[src/rtl/xcvr_pkg.sv]
package xcvr_pkg;

    localparam int XCVR_DATA_W   = 8;
    localparam int XCVR_SYNC_DEP = 2;
    localparam int XCVR_MAX_W    = 64;

    typedef enum logic [1:0] {
        FLAG_KEEP  = 2'd0,
        FLAG_RAISE = 2'd1,
        FLAG_DROP  = 2'd2
    } flag_act_e;

    // 1 when the vector carries an odd number of ones
    function automatic logic odd_ones(input logic [XCVR_MAX_W-1:0] v);
        return ^v;
    endfunction

endpackage

[src/rtl/xcvr_edge_sync.sv]
module xcvr_edge_sync #(
    parameter int   STAGES  = 2,
    parameter logic RST_VAL = 1'b0
) (
    input  logic clk,
    input  logic rst,
    input  logic d,
    output logic lvl,
    output logic rise
);
    logic [STAGES-1:0] chain;
    logic              prev;

    genvar g;
    generate
        for (g = 0; g < STAGES; g++) begin : g_stage
            always_ff @(posedge clk) begin
                if (rst) chain[g] <= RST_VAL;
                else if (g == 0) chain[g] <= d;
                else chain[g] <= chain[(g == 0) ? 0 : g-1];
            end
        end
    endgenerate

    always_ff @(posedge clk) begin
        if (rst) prev <= RST_VAL;
        else     prev <= chain[STAGES-1];
    end

    assign lvl  = chain[STAGES-1];
    assign rise = chain[STAGES-1] & ~prev;

endmodule

[src/rtl/xcvr_hold_path.sv]
module xcvr_hold_path
    import xcvr_pkg::*;
#(
    parameter int DW     = 8,
    parameter int STAGES = 2
) (
    input  logic          clk,
    input  logic          rst,
    input  logic          strobe,
    input  logic          load_n,
    input  logic          read_n,
    input  logic [DW-1:0] din,
    output logic [DW-1:0] data_q,
    output logic          flag
);
    logic st_lvl, st_rise, ld_lvl, ld_rise, rd_lvl, rd_rise;
    logic      do_load;
    flag_act_e act;

    xcvr_edge_sync #(.STAGES(STAGES), .RST_VAL(1'b0)) u_st (
        .clk(clk), .rst(rst), .d(strobe), .lvl(st_lvl), .rise(st_rise));
    xcvr_edge_sync #(.STAGES(STAGES), .RST_VAL(1'b1)) u_ld (
        .clk(clk), .rst(rst), .d(load_n), .lvl(ld_lvl), .rise(ld_rise));
    xcvr_edge_sync #(.STAGES(STAGES), .RST_VAL(1'b1)) u_rd (
        .clk(clk), .rst(rst), .d(read_n), .lvl(rd_lvl), .rise(rd_rise));

    assign do_load = st_rise & ~ld_lvl;

    always_comb begin
        if (do_load)      act = FLAG_RAISE;
        else if (rd_rise) act = FLAG_DROP;
        else              act = FLAG_KEEP;
    end

    always_ff @(posedge clk) begin
        if (rst) begin
            data_q <= '0;
            flag   <= 1'b0;
        end else begin
            if (do_load) data_q <= din;
            case (act)
                FLAG_RAISE: flag <= 1'b1;
                FLAG_DROP:  flag <= 1'b0;
                default:    flag <= flag;
            endcase
        end
    end

    // qualified load captures the input word
    p_load_cap_r1: assert property (@(posedge clk) disable iff (rst)
        (st_rise && !ld_lvl) |=> data_q == $past(din));
    // no qualified load, register holds
    p_hold_r2: assert property (@(posedge clk) disable iff (rst)
        !(st_rise && !ld_lvl) |=> $stable(data_q));
    // load always leaves the flag set
    p_flag_set_r3: assert property (@(posedge clk) disable iff (rst)
        (st_rise && !ld_lvl) |=> flag);
    // read release without a load clears the flag
    p_flag_clr_r4: assert property (@(posedge clk) disable iff (rst)
        (rd_rise && !(st_rise && !ld_lvl)) |=> !flag);
    // flag stays put with no events
    p_flag_keep_r2: assert property (@(posedge clk) disable iff (rst)
        (!rd_rise && !(st_rise && !ld_lvl)) |=> $stable(flag));

    logic unused_ok;
    assign unused_ok = ld_rise | rd_lvl | st_lvl;

endmodule

[src/rtl/flagged_xfer_xcvr.sv]
module flagged_xfer_xcvr
    import xcvr_pkg::*;
#(
    parameter int W      = XCVR_DATA_W,
    parameter int STAGES = XCVR_SYNC_DEP
) (
    input  logic         clk,
    input  logic         rst,
    input  logic [W-1:0] a_in,
    input  logic         ab_strobe,
    input  logic         ab_load_n,
    input  logic         ab_read_n,
    output logic [W-1:0] b_out,
    output logic         b_oe,
    output logic         par_out,
    output logic         par_oe,
    output logic         ab_flag,
    input  logic [W-1:0] b_in,
    input  logic         par_in,
    input  logic         ba_strobe,
    input  logic         ba_load_n,
    input  logic         ba_read_n,
    output logic [W-1:0] a_out,
    output logic         a_oe,
    output logic         err_n,
    output logic         ba_flag
);
    localparam int BA_W = W + 1;

    logic [W-1:0]    ab_q;
    logic [BA_W-1:0] ba_q;
    logic            ab_drive, ba_drive;

    xcvr_hold_path #(.DW(W), .STAGES(STAGES)) u_ab (
        .clk(clk), .rst(rst), .strobe(ab_strobe), .load_n(ab_load_n),
        .read_n(ab_read_n), .din(a_in), .data_q(ab_q), .flag(ab_flag));

    xcvr_hold_path #(.DW(BA_W), .STAGES(STAGES)) u_ba (
        .clk(clk), .rst(rst), .strobe(ba_strobe), .load_n(ba_load_n),
        .read_n(ba_read_n), .din({par_in, b_in}), .data_q(ba_q), .flag(ba_flag));

    assign ab_drive = ~ab_read_n;
    assign ba_drive = ~ba_read_n;

    assign b_oe    = ab_drive;
    assign par_oe  = ab_drive;
    assign b_out   = ab_drive ? ab_q : '0;
    assign par_out = ab_drive ? ~odd_ones(XCVR_MAX_W'(ab_q)) : 1'b0;

    assign a_oe    = ba_drive;
    assign a_out   = ba_drive ? ba_q[W-1:0] : '0;
    assign err_n   = ba_drive ? odd_ones(XCVR_MAX_W'(ba_q)) : 1'b1;

    // released B side drives nothing
    p_b_release_r5: assert property (@(posedge clk) disable iff (rst)
        ab_read_n |-> (b_out == '0 && !par_out && !par_oe && !b_oe));
    // driven B word plus parity bit always odd
    p_par_odd_r6: assert property (@(posedge clk) disable iff (rst)
        par_oe |-> (^{par_out, b_out}) == 1'b1);
    // idle error output is high
    p_err_idle_r8: assert property (@(posedge clk) disable iff (rst)
        ba_read_n |-> err_n);
    // released A side drives nothing
    p_a_release_r9: assert property (@(posedge clk) disable iff (rst)
        ba_read_n |-> (a_out == '0 && !a_oe));

endmodule

[config.mk]
export PLATFORM = sky130hd
export DESIGN_NAME = flagged_xfer_xcvr
export DESIGN_NICKNAME = d
export VERILOG_FILES = /design/src/rtl/xcvr_pkg.sv /design/src/rtl/xcvr_edge_sync.sv /design/src/rtl/xcvr_hold_path.sv /design/src/rtl/flagged_xfer_xcvr.sv
export SDC_FILE = /design/constraint.sdc
export NUM_CORES = 1
export LEC_CHECK = 0
export BUFFER_PORTS_ARGS = -buffer_cell sky130_fd_sc_hd__buf_2
export CORE_UTILIZATION = 48
export CTS_CLUSTER_DIAMETER = 120
export DETAILED_ROUTE_END_ITERATION = 12
export PLACE_DENSITY = 0.77
export SLEW_MARGIN = 20
export SYNTH_ARGS = -nofsm -noshare
export SYNTH_HDL_FRONTEND = slang
export SYNTH_SLANG_ARGS = --single-unit
[constraint.sdc]
create_clock -name clk -period 1.85 [get_ports clk]
set_clock_uncertainty 0.2 [all_clocks]
set_input_delay 0.4625 -clock clk [delete_from_list [all_inputs] [get_ports clk]]
set_output_delay 0.4625 -clock clk [all_outputs]
set_load 0.02 [all_outputs]
### Yosys cells after proc, flatten, opt, wreduce, memory -nomap -nowiden

Cells that the tools add are included.

| word-level totals | value |
|---|---|
| register bits | 35 |
| input bits | 25 |
| output and inout bits | 23 |
| word-level logic and storage cells | 53 |

| cells by class | value |
|---|---|
| equal/unequal tests | 4 |
| mux-type cells | 10 |
| bitwise logic cells | 15 |
| reduce and logical (&&, ||, !) cells | 4 |

Operator list:

| operator | number |
|---|---|
| $reduce_xor 64->1 | 2 |
| $mux 8 | 2 |
| $not 1->1 | 9 |
| $mux 2 | 4 |
| $and 1x1->1 | 6 |
| $eq 2x1->1 const B | 2 |
| $eq 2x2->1 const B | 2 |
| $pmux 1 s2 | 2 |
| $reduce_bool 2->1 | 2 |
| $mux 1 | 2 |

### Longest topological paths before layout

Gate-level depths: netlist of run 1.

| depth | value |
|---|---|
| depth after elaboration | 6 |
| mapped depth | 4 |
| gate-level depth less buffers | 4 |

### Modules after synthesis

Synthesis of run 1 repeated with hierarchy kept, for this count alone.

| unflattened totals | value |
|---|---|
| cell total of the unflattened synthesis | 157 |
| area total of the unflattened synthesis | 1602.8 µm² |

By module, submodules not included:

| module | instances | cells an instance | area each (µm²) | seq. area each (µm²) |
|---|---|---|---|---|
| xcvr_hold_path (u_ba) | 1 | 42 | 434.2 | 200.2 |
| xcvr_hold_path (u_ab) | 1 | 38 | 394.1 | 180.2 |
| xcvr_edge_sync (u_ab.u_ld ...) | 4 | 7 | 85.1 | 60.1 |
| flagged_xfer_xcvr | 1 | 35 | 259.0 | 0.0 |
| xcvr_edge_sync (u_ab.u_st ...) | 2 | 7 | 87.6 | 60.1 |

### Worst setup path before layout of run 1

Ideal clock, no wire load.

| timing path | value |
|---|---|
| kind | reg2out |
| start | register u_ba.data_q[4] |
| end | output port err_n |
| arrival | 1177 ps |
| data required time | 1187 ps |
| setup slack | 10 ps |
| stages on the path, launching flop included | 5 |
| buffers on the path | 0 |
| cells stage by stage | dfxtp_1 xor2_1 xnor3_1 xnor2_1 nand2_1 |

| on the way | value |
|---|---|
| word-level cells in the longest chain between the ends | 2 |

RTL lines:

| what | line | RTL |
|---|---|---|
| start, declared | xcvr_hold_path.sv:13 | `output logic [DW-1:0] data_q,` |
| start signal, assigned | xcvr_hold_path.sv:40 | `if (do_load) data_q <= din;` |
| $reduce_xor 64->1 | xcvr_pkg.sv:15 | `return ^v;` |
| $mux 1 | flagged_xfer_xcvr.sv:52 | `assign err_n = ba_drive ? odd_ones(XCVR_MAX_W'(ba_q)) : 1'b1;` |
| end, declared | flagged_xfer_xcvr.sv:25 | `output logic err_n,` |

No other way between the ends.

### Final worst setup path of run 1

| timing path | value |
|---|---|
| start | register u_ba.data_q[6] |
| end | output port err_n |

The elaborated chain is that of the path after synthesis.

==> impl_metrics.env, run 1 <==
export IMPL_setup_ws_ns=-0.3956
export IMPL_yosysSeqAreaShare=0.5124
export IMPL_synth_area_leader_cell="dfxtp_1"
export IMPL_critPathCaptureType="primary output"
export IMPL_clk_pin_slew_ns=0.11
export IMPL_cts_root_buf="clkbuf_4"
export IMPL_maxCapViolations=0
export IMPL_grt_usage=0.1832
export IMPL_synthFlopType="dfxtp_1"
export IMPL_tightest_slew_ns=0.5411
export IMPL_status="finished, violations left"
export IMPL_gr_total_overflow=0
export IMPL_cts_sinks=35
export IMPL_rows=18
export IMPL_antenna_found_initial=0
export IMPL_wl_per_cell_um=11.46
export IMPL_syn_area_per_cell_um2=10.13
export IMPL_nNetsFinal=211
export IMPL_drtAntennaViolNets=0
export IMPL_dp_hpwl_mm=1.750
export IMPL_cts_tree="built"
export IMPL_drc=0
export IMPL_die_area_um2=3066
export IMPL_routed_wl_met3_um=177
export IMPL_synthMostInstantiatedCell="dfxtp_1"
export IMPL_cp_num_buf_inv=1
export IMPL_first_global_vias=1086
export IMPL_violations="negative setup slack"
export IMPL_top_layer="met4"
export IMPL_rsz0062_at_grt="yes"
export IMPL_grt_pass1_wl_mm=4.429
export IMPL_leakage_nw=0.7726
export IMPL_synth_common_cells="35 x dfxtp_1, 22 x nor2b_1, 20 x nor2_1"
export IMPL_p_per_area_nw_per_um2=750.8
export IMPL_setup_worst_path_class="flip-flop to primary output"
export IMPL_finalCriticalPeriod_ns=2.246
export IMPL_critPathMaxFanout=2
export IMPL_viasPerCell=4.816
export IMPL_start_kind="flip-flop"
export IMPL_cp_arrival_ns=1.58
export IMPL_vias=1045
export IMPL_setup_viol=2
export IMPL_finalHoldViolCount=0
export IMPL_start_util=0.5280
export IMPL_synth_nets=160
export IMPL_dr_pass1_iters=2
export IMPL_hold_path_class="input pin to flip-flop"
export IMPL_die_height_um=55.38
export IMPL_gp_congestion=0.7192
export IMPL_route_met2_wl_mm=1.236
export IMPL_clk_latency_ns=0.33
export IMPL_slew_headroom=0.6393
export IMPL_synth_top_area_share=0.5124
export IMPL_slowest_stage="xnor3_1"
export IMPL_wirelength_mm=2.487
export IMPL_slowest_delay_ns=0.41
export IMPL_syn_cell_area_um2=1368
export IMPL_antenna_cells=0
export IMPL_die_w_um=55.38
export IMPL_grt_start_max_net_pins=36
export IMPL_htreeDepth=2
export IMPL_synth_warnings=0
export IMPL_dr_first_iter_drc_count=13
export IMPL_port_buffers=47
export IMPL_area_growth_pct=28.45
export IMPL_ys_seq_elements=35
export IMPL_path_delay_family="XOR/XNOR gates"
export IMPL_largest_reg_flops=9
export IMPL_cp_cell_sequence="xnor2_2 -> xnor3_1 -> xnor2_1 -> nand2_1 -> buf_6"
export IMPL_synth_area_leaders="dfxtp_1 51%, mux2i_1 12%, nor2b_1 10%, xnor2_1 6.4%, nor2_1 5.5%"
export IMPL_cts_made_buffers=5
export IMPL_drv_slew=0
export IMPL_clock_fmax_mhz=445.3
export IMPL_core_area_um2=2590
export IMPL_reg_top3="u_ba.data_q x9, u_ab.data_q x8"
export IMPL_netlist_instances=135
export IMPL_drt_met1_wl_mm=1.045
export IMPL_clockBufferDepth=2
export IMPL_async_flop_share=0
export IMPL_final_util=0.6783
export IMPL_finalCritPeriodShare=1.214
export IMPL_hold_ws_ns=0.09295
export IMPL_ir_drop_v=0.0007496
export IMPL_io_pins=48
export IMPL_drive_gt1_frac=0.4011
export IMPL_largest_register="u_ba.data_q"
export IMPL_synth_enable_flop_cells=0
export IMPL_synth_lib_cells_used_distinct=16
export IMPL_cp_data_required_time_ns=1.19
cells by family after synthesis:
group	count (synthesis)	synth area share
compound gates	2	0.007320
xor+xnor	14	0.09972
buf+inv	10	0.03203
flops	35	0.5123
mux	17	0.1244
simple gates	57	0.2241
timing repair:
item | CTS | global route
endpoints found under the setup margin | 2 | 2
pin swaps | 10 | 0
hold buffers | 0 | 0
setup buffers | 1 | 0
gates resized for setup | 13 | 3
hold endpoints to repair | 0 | 0
final timing paths:
| path | startpoint | to | slack [ns] | cells after the start |
|---|---|---|---|---|
| max | u_ba.data_q[6] | err_n | -0.40 | 5 |
| min | ba_load_n | u_ba.u_ld.chain[0] | 0.09 | 2 |
| max reg2reg | u_ab.u_st.lvl | u_ab.data_q[6] | 0.47 | 4 |
| min reg2reg | u_ab.u_ld.chain[0] | u_ab.u_ld.lvl | 0.22 | 1 |
power by group:
| group | switching [mW] | total [mW] | internal [mW] |
|---|---|---|---|
| clock | 0.260 | 0.447 | 0.187 |
| combinational | 0.0483 | 0.0943 | 0.0459 |
| sequential | 0.00691 | 0.778 | 0.771 |
| total | 0.315 | 1.32 | 1.00 |
cell usage in the layout, fill, tap and decap left out, drive strengths merged:
master	Yosys	layout
clkinvlp	0	1
xor2	3	3
buf	3	52
mux2i	17	17
nand2	1	1
nor2	20	20
dfxtp	35	35
xnor2	10	10
a21oi	2	2
or2	10	10
clkbuf	5	6
nor2b	22	22
nor3b	2	2
nand2b	2	2
xnor3	1	1
clkinv	0	1
inv	2	2
worst reg2reg max path, cell delays in order, from the launching register on:
cell,delay (ns)
dfxtp_1,0.35
nor3b_1,0.20
buf_4,0.24
mux2i_1,0.21
nor2_1,0.06
through the flow:
step           total power, mW  instance area, µm²  setup WS (ns)  setup TNS, ns  cells
3_5_place_dp            0.8865                1639        -0.1059        -0.1059    208
5_1_grt                  1.378                1757        -0.4991        -0.7626    217
6_report                 1.319                1757        -0.3956        -0.5971    217
4_1_cts                  1.338                1747        -0.4295        -0.6456    217
2_1_floorplan           0.8455                1368        0.01002              0    135
3_3_place_gp            0.8831                1639       -0.06892       -0.06892    208
layer usage:
metal  vias to the layer above  global-route usage
li1                        525                   -
met1                       477              0.1760
met3                         4             0.07494
met2                        39              0.3442
met4                         0             0.06786
met5                         -                   0
area by class of cell:
type / instances / area [µm²]
Fill cell: 218 / 833.3
Sequential cell: 35 / 714.4
Multi-Input combinational cell: 90 / 650.6
Timing Repair Buffer: 52 / 279.0
Clock buffer: 6 / 51.30
Tap cell: 30 / 37.54
Clock inverter: 2 / 16.27
Inverter: 2 / 7.507
Power figures use the tool's default switching activity.
==> run 2, diff against run 1 <==
--- a/config.mk
+++ b/config.mk
@@ -6,9 +6,11 @@
 export NUM_CORES = 1
 export LEC_CHECK = 0
 export BUFFER_PORTS_ARGS = -buffer_cell sky130_fd_sc_hd__buf_2
+export CORE_MARGIN = 10
 export CORE_UTILIZATION = 48
 export CTS_CLUSTER_DIAMETER = 120
 export DETAILED_ROUTE_END_ITERATION = 12
+export GPL_TIMING_DRIVEN = 0
 export PLACE_DENSITY = 0.77
 export SLEW_MARGIN = 20
 export SYNTH_ARGS = -nofsm -noshare
==> constraint.sdc (replaced) <==
create_clock -name clk -period 1.85 [get_ports clk]
set_clock_uncertainty 0.2 [all_clocks]
set_input_delay 0.2775 -clock clk [delete_from_list [all_inputs] [get_ports clk]]
set_output_delay 0.2775 -clock clk [all_outputs]
set_load 0.02 [all_outputs]
==> impl_metrics.env, run 2 (synthesis gave the netlist of run 1 again) <==
export IMPL_worstHoldEndpoint="u_ab.data_q[1]"
export IMPL_cell_internal_pwr_mw=0.9761
export IMPL_antenna_cells=0
export IMPL_register_area_um2=713.2
export IMPL_p_seq_frac=0.620
export IMPL_clockBufferDepth=2
export IMPL_die_area_um2=5384
export IMPL_htreeDepth=2
export IMPL_slew_headroom=0.6923
export IMPL_status="finished, violations left"
export IMPL_final_setup_tns_ns=-0.2495
export IMPL_gp_congestion=0.7123
export IMPL_wl_per_cell_um=12.93
export IMPL_dp_cells=212
export IMPL_clock_fmax_mhz=478.5
export IMPL_power_share_switching=0.2209
export IMPL_dp_hpwl_mm=2.189
export IMPL_cts_sinks=35
export IMPL_critPathCaptureType="primary output"
export IMPL_vias=1102
export IMPL_p_per_area_nw_per_um2=663.1
export IMPL_core_area_um2=2734
export IMPL_viasPerCell=4.669
export IMPL_violations="negative setup slack"
export IMPL_hp_start="a_in[1]"
export IMPL_final_cell_mix="46 x buf_2, 25 x dfxtp_1, 22 x nor2b_1"
export IMPL_hold_ws_ns=0.009260
export IMPL_nNetsFinal=231
export IMPL_drtAntennaViolNets=0
export IMPL_setup_viol=2
export IMPL_dr_first_iter_drc_count=21
export IMPL_r2r_slack_ns=0.43
export IMPL_cp_data_required_time_ns=1.37
export IMPL_gr_total_overflow=0
export IMPL_final_area_um2=1889
export IMPL_leakage_nw=0.8324
export IMPL_drc=0
export IMPL_drive_gt1_frac=0.3317
export IMPL_final_common_cell="buf_2"
export IMPL_grt_usage=0.1182
export IMPL_p_sw_mw=0.2767
export IMPL_cts_root_buf="clkbuf_4"
export IMPL_setup_worst_path_class="flip-flop to primary output"
export IMPL_antenna_found_initial=0
export IMPL_grt_start_max_net_pins=11
export IMPL_instances_no_fill=236
export IMPL_ir_drop_v=0.0005286
export IMPL_r2r_end="u_ba.data_q[2]"
export IMPL_critPathMaxFanout=3
export IMPL_port_buffers=46
export IMPL_maxCapViolations=0
export IMPL_area_growth_pct=38.15
export IMPL_start_util=0.5002
export IMPL_rr_startpoint="u_ba.u_st.lvl"
export IMPL_largest_reg_flops=9
export IMPL_wirelength_mm=3.052
export IMPL_finalHoldViolCount=0
export IMPL_combPwrFrac=0.101
export IMPL_hold_depth=3
export IMPL_nFillCells=222
export IMPL_clk_pin_slew_ns=0.09
export IMPL_rows=19
export IMPL_multi_input_area_um2=638.1
export IMPL_io_pins=48
export IMPL_hold_path_class="input pin to flip-flop"
export IMPL_finalCritPeriodShare=1.130
export IMPL_cts_made_buffers=5
export IMPL_die_w_um=73.38
export IMPL_start_kind="flip-flop"
export IMPL_tightest_slew_ns=0.4616
export IMPL_first_global_vias=1181
export IMPL_reg2reg_depth=4
export IMPL_largest_register="u_ba.data_q"
export IMPL_grt_pass1_wl_mm=5.078
export IMPL_dr_pass1_iters=4
export IMPL_place_area_um2=1637
export IMPL_finalPower_mw=1.253
export IMPL_reg_top3="u_ba.data_q x9, u_ab.data_q x8"
export IMPL_setup_ws_ns=-0.2400
export IMPL_finalCriticalPeriod_ns=2.090
export IMPL_p_clk_frac=0.279
export IMPL_drv_slew=0
export IMPL_cp_arrival_ns=1.61
export IMPL_rsz0062_at_grt="yes"
export IMPL_die_height_um=73.38
export IMPL_cts_tree="built"
export IMPL_clk_latency_ns=0.32
[run 2: layout make-up]
class	count	area share
buffer	8	0.01921
clock buffer	6	0.02185
inverter	2	0.003974
multi-input combinational	90	0.3377
sequential	35	0.3775
tap	31	0.02053
timing repair buffer	64	0.2192
[run 2: how the worst max path moves through the flow]
stage,startpoint,endpoint,slack (ns),cells after the start
2_1_floorplan,u_ba.data_q[4],err_n,0.20,4
3_3_place_gp,u_ba.data_q[4],err_n,0.08,5
3_5_place_dp,u_ba.data_q[4],err_n,0.05,5
4_1_cts,u_ba.data_q[6],err_n,-0.26,5
5_1_grt,u_ba.data_q[4],err_n,-0.33,5
6_report,u_ba.data_q[4],err_n,-0.24,5
[run 2: per-layer routing]
| metal | wire length, µm | global-route usage | share of wire | vias up |
|---|---|---|---|---|
| met5 | 0 | 0 | 0 | - |
| met4 | 59 | 0.04969 | 0.019 | 0 |
| met3 | 304 | 0.05114 | 0.10 | 8 |
| met2 | 1543 | 0.2149 | 0.51 | 34 |
| met1 | 1145 | 0.1131 | 0.38 | 503 |
| li1 | - | - | - | 557 |
[run 2: worst max-delay path, cell delays in order (launching register included)]
cell and delay [ns]:
dfxtp_2 0.35, xor2_1 0.15, xnor3_1 0.42, xnor2_1 0.16
nand2_1 0.08, buf_6 0.13
[run 2: power by group through the flow]
stage	clock, mW	combinational, mW	sequential [mW]
global route	0.396	0.140	0.780
CTS	0.370	0.128	0.777
finish	0.350	0.126	0.777
detailed placement	0	0.0974	0.794
floorplan	0	0.0526	0.793
global placement	0	0.0939	0.793
[run 2: stage by stage]
stage | util | worst slack (ns)
after floorplan | - | 0.1950
after global placement | 0.5986 | 0.07530
after detailed placement | 0.5986 | 0.04768
after CTS | 0.6838 | -0.2618
after global routing | 0.6911 | -0.3292
final | 0.6911 | -0.2400
[run 2: what timing repair did]
item | 4_1_cts | 5_1_grt
pin swaps | 6 | 4
setup buffers | 2 | 0
hold endpoints to repair | 16 | 0
endpoints found under the setup margin | 2 | 2
resized for setup | 9 | 6
hold buffers | 16 | 0
==> run 3, diff against run 2 <==
--- a/config.mk
+++ b/config.mk
@@ -5,7 +5,7 @@
 export SDC_FILE = /design/constraint.sdc
 export NUM_CORES = 1
 export LEC_CHECK = 0
-export BUFFER_PORTS_ARGS = -buffer_cell sky130_fd_sc_hd__buf_2
+export BUFFER_PORTS_ARGS = -buffer_cell sky130_fd_sc_hd__clkbuf_2
 export CORE_MARGIN = 10
 export CORE_UTILIZATION = 48
 export CTS_CLUSTER_DIAMETER = 120
==> impl_metrics.env, run 3 (synthesis gave the netlist of run 1 again) <==
export IMPL_status="finished, violations left"
export IMPL_violations="negative setup slack"
export IMPL_grt_pass1_wl_mm=5.368
export IMPL_largest_register="u_ba.data_q"
export IMPL_htreeDepth=2
export IMPL_p_per_area_nw_per_um2=672.0
export IMPL_drv_slew=0
export IMPL_cp_arrival_ns=1.65
export IMPL_clk_pin_slew_ns=0.10
export IMPL_final_area_um2=1902
export IMPL_reg2reg_depth=4
export IMPL_final_util=0.6957
export IMPL_antenna_cells=0
export IMPL_dp_hpwl_mm=2.208
export IMPL_vias=1098
export IMPL_clock_fmax_mhz=469.6
export IMPL_maxCapViolations=0
export IMPL_setup_viol=2
export IMPL_dr_first_iter_drc_count=39
export IMPL_dpl_worst_slack_ns=0.03504
export IMPL_reg_top3="u_ba.data_q x9, u_ab.data_q x8"
export IMPL_wirelength_mm=3.251
export IMPL_cp_startpoint="u_ba.data_q[3]"
export IMPL_slowest_delay_ns=0.42
export IMPL_port_buffers=46
export IMPL_drc=0
export IMPL_place_area_um2=1637
export IMPL_cp_data_required_time_ns=1.37
export IMPL_rr_startpoint="u_ab.u_st.lvl"
export IMPL_p_sw_mw=0.2904
export IMPL_setup_ws_ns=-0.2794
export IMPL_critPathMaxFanout=3
export IMPL_cts_sinks=35
export IMPL_die_height_um=73.38
export IMPL_worstHoldEndpoint="u_ab.data_q[2]"
export IMPL_clockBufferDepth=2
export IMPL_critPathCaptureType="primary output"
export IMPL_grt_start_max_net_pins=11
export IMPL_finalCritPeriodShare=1.151
export IMPL_finalHoldViolCount=0
export IMPL_finalCriticalPeriod_ns=2.129
export IMPL_setup_worst_path_class="flip-flop to primary output"
export IMPL_clk_latency_ns=0.31
export IMPL_r2r_slack_ns=0.40
export IMPL_cts_made_buffers=5
export IMPL_dr_pass1_iters=4
export IMPL_wl_per_cell_um=13.72
export IMPL_core_area_um2=2734
export IMPL_drive_gt1_frac=0.3495
export IMPL_first_global_vias=1194
export IMPL_leakage_nw=0.8227
export IMPL_start_util=0.5002
export IMPL_io_pins=48
export IMPL_hold_path_class="input pin to flip-flop"
export IMPL_largest_reg_flops=9
export IMPL_final_common_cell="clkbuf_2"
export IMPL_gp_congestion=0.7221
export IMPL_use_met2=0.2388
export IMPL_area_growth_pct=39.07
export IMPL_rsz0062_at_grt="yes"
export IMPL_nNetsFinal=230
export IMPL_ir_drop_v=0.0005770
export IMPL_cell_internal_pwr_mw=0.9877
export IMPL_antenna_found_initial=0
export IMPL_combPwrFrac=0.098
export IMPL_hold_depth=3
export IMPL_cts_root_buf="clkbuf_4"
export IMPL_slew_headroom=0.6797
export IMPL_p_seq_frac=0.608
export IMPL_die_w_um=73.38
export IMPL_r2r_end="u_ab.data_q[4]"
export IMPL_final_cell_mix="44 x clkbuf_2, 23 x dfxtp_1, 22 x nor2b_1"
export IMPL_drtAntennaViolNets=0
export IMPL_tightest_slew_ns=0.4805
export IMPL_viasPerCell=4.633
export IMPL_slowest_stage="xnor3_1"
export IMPL_rows=19
export IMPL_die_area_um2=5384
export IMPL_cp_cell_sequence="xor2_1 -> xnor3_1 -> xnor2_1 -> nand2_1 -> buf_2"
export IMPL_power_share_switching=0.2272
export IMPL_use_met1=0.1174
export IMPL_cts_tree="built"
export IMPL_grt_usage=0.1263
export IMPL_gr_total_overflow=0
export IMPL_busiest_layer="met2"
export IMPL_start_kind="flip-flop"
export IMPL_p_clk_frac=0.293
export IMPL_grt_util_met3=0.05384
export IMPL_hp_start="a_in[2]"
-- run 3: cell types whose count changed in the layout (fill, tap and decap cells not counted), moves of 2 or more --
cell | before | now
xnor2_1 | 9 | 6
buf_2 | 46 | 3
dfxtp_1 | 25 | 23
xnor2_2 | 1 | 4
dfxtp_2 | 10 | 12
clkbuf_2 | 0 | 44
-- run 3: worst max path at each step --
| stage | endpoint | slack [ns] | cells after the start |
|---|---|---|---|
| floorplan | err_n | 0.20 | 4 |
| global placement | err_n | 0.07 | 5 |
| detailed placement | err_n | 0.04 | 5 |
| CTS | err_n | -0.26 | 5 |
| global route | err_n | -0.36 | 5 |
| finish | err_n | -0.28 | 5 |
-- run 3: power by group through the flow --
stage / combinational, mW / clock (mW) / sequential (mW)
finish: 0.126 / 0.375 / 0.778
global route: 0.139 / 0.430 / 0.780
CTS: 0.125 / 0.393 / 0.777
detailed placement: 0.0970 / 0 / 0.794
global placement: 0.0941 / 0 / 0.793
floorplan: 0.0526 / 0 / 0.793
-- run 3: cell type report --
class,count,area [µm²]
plain buffers,8,36.28
clock buffers,7,45.04
clock inverters,1,5.005
fillers,217,832.0
inverters,2,7.507
multi-input cells,90,653.1
flip-flops and latches,35,715.7
well taps,31,38.79
repair buffers,63,400.4
-- run 3: through the flow --
stage	total power, mW	setup TNS [ns]	hold WS [ns]	instances
floorplan	0.8455	0	0.1746	135
global placement	0.8875	0	0.1870	212
detailed placement	0.8912	0	0.2033	212
CTS	1.296	-0.2864	0.0009390	237
global route	1.348	-0.4528	0.006389	237
finish	1.278	-0.2830	0.01040	237
-- run 3: worst max-delay path: cells and delay by family (launching register included) --
| kind | cells | cell delay, ns |
|---|---|---|
| simple gates | 1 | 0.08 |
| flops | 1 | 0.35 |
| buf+inv | 1 | 0.16 |
| xor+xnor | 3 | 0.75 |
-- run 3: what timing repair did --
item | CTS | global route
hold buffers | 16 | 0
setup endpoints to repair | 2 | 2
pin swaps | 7 | 2
setup buffers | 1 | 0
gates resized for setup | 14 | 5
hold endpoints to repair | 16 | 0
-- run 3: layer usage --
layer / wire [µm] / share of wire
met5: 0 / 0
met1: 1247 / 0.38
met3: 281 / 0.086
met4: 14 / 0.0043
met2: 1708 / 0.53
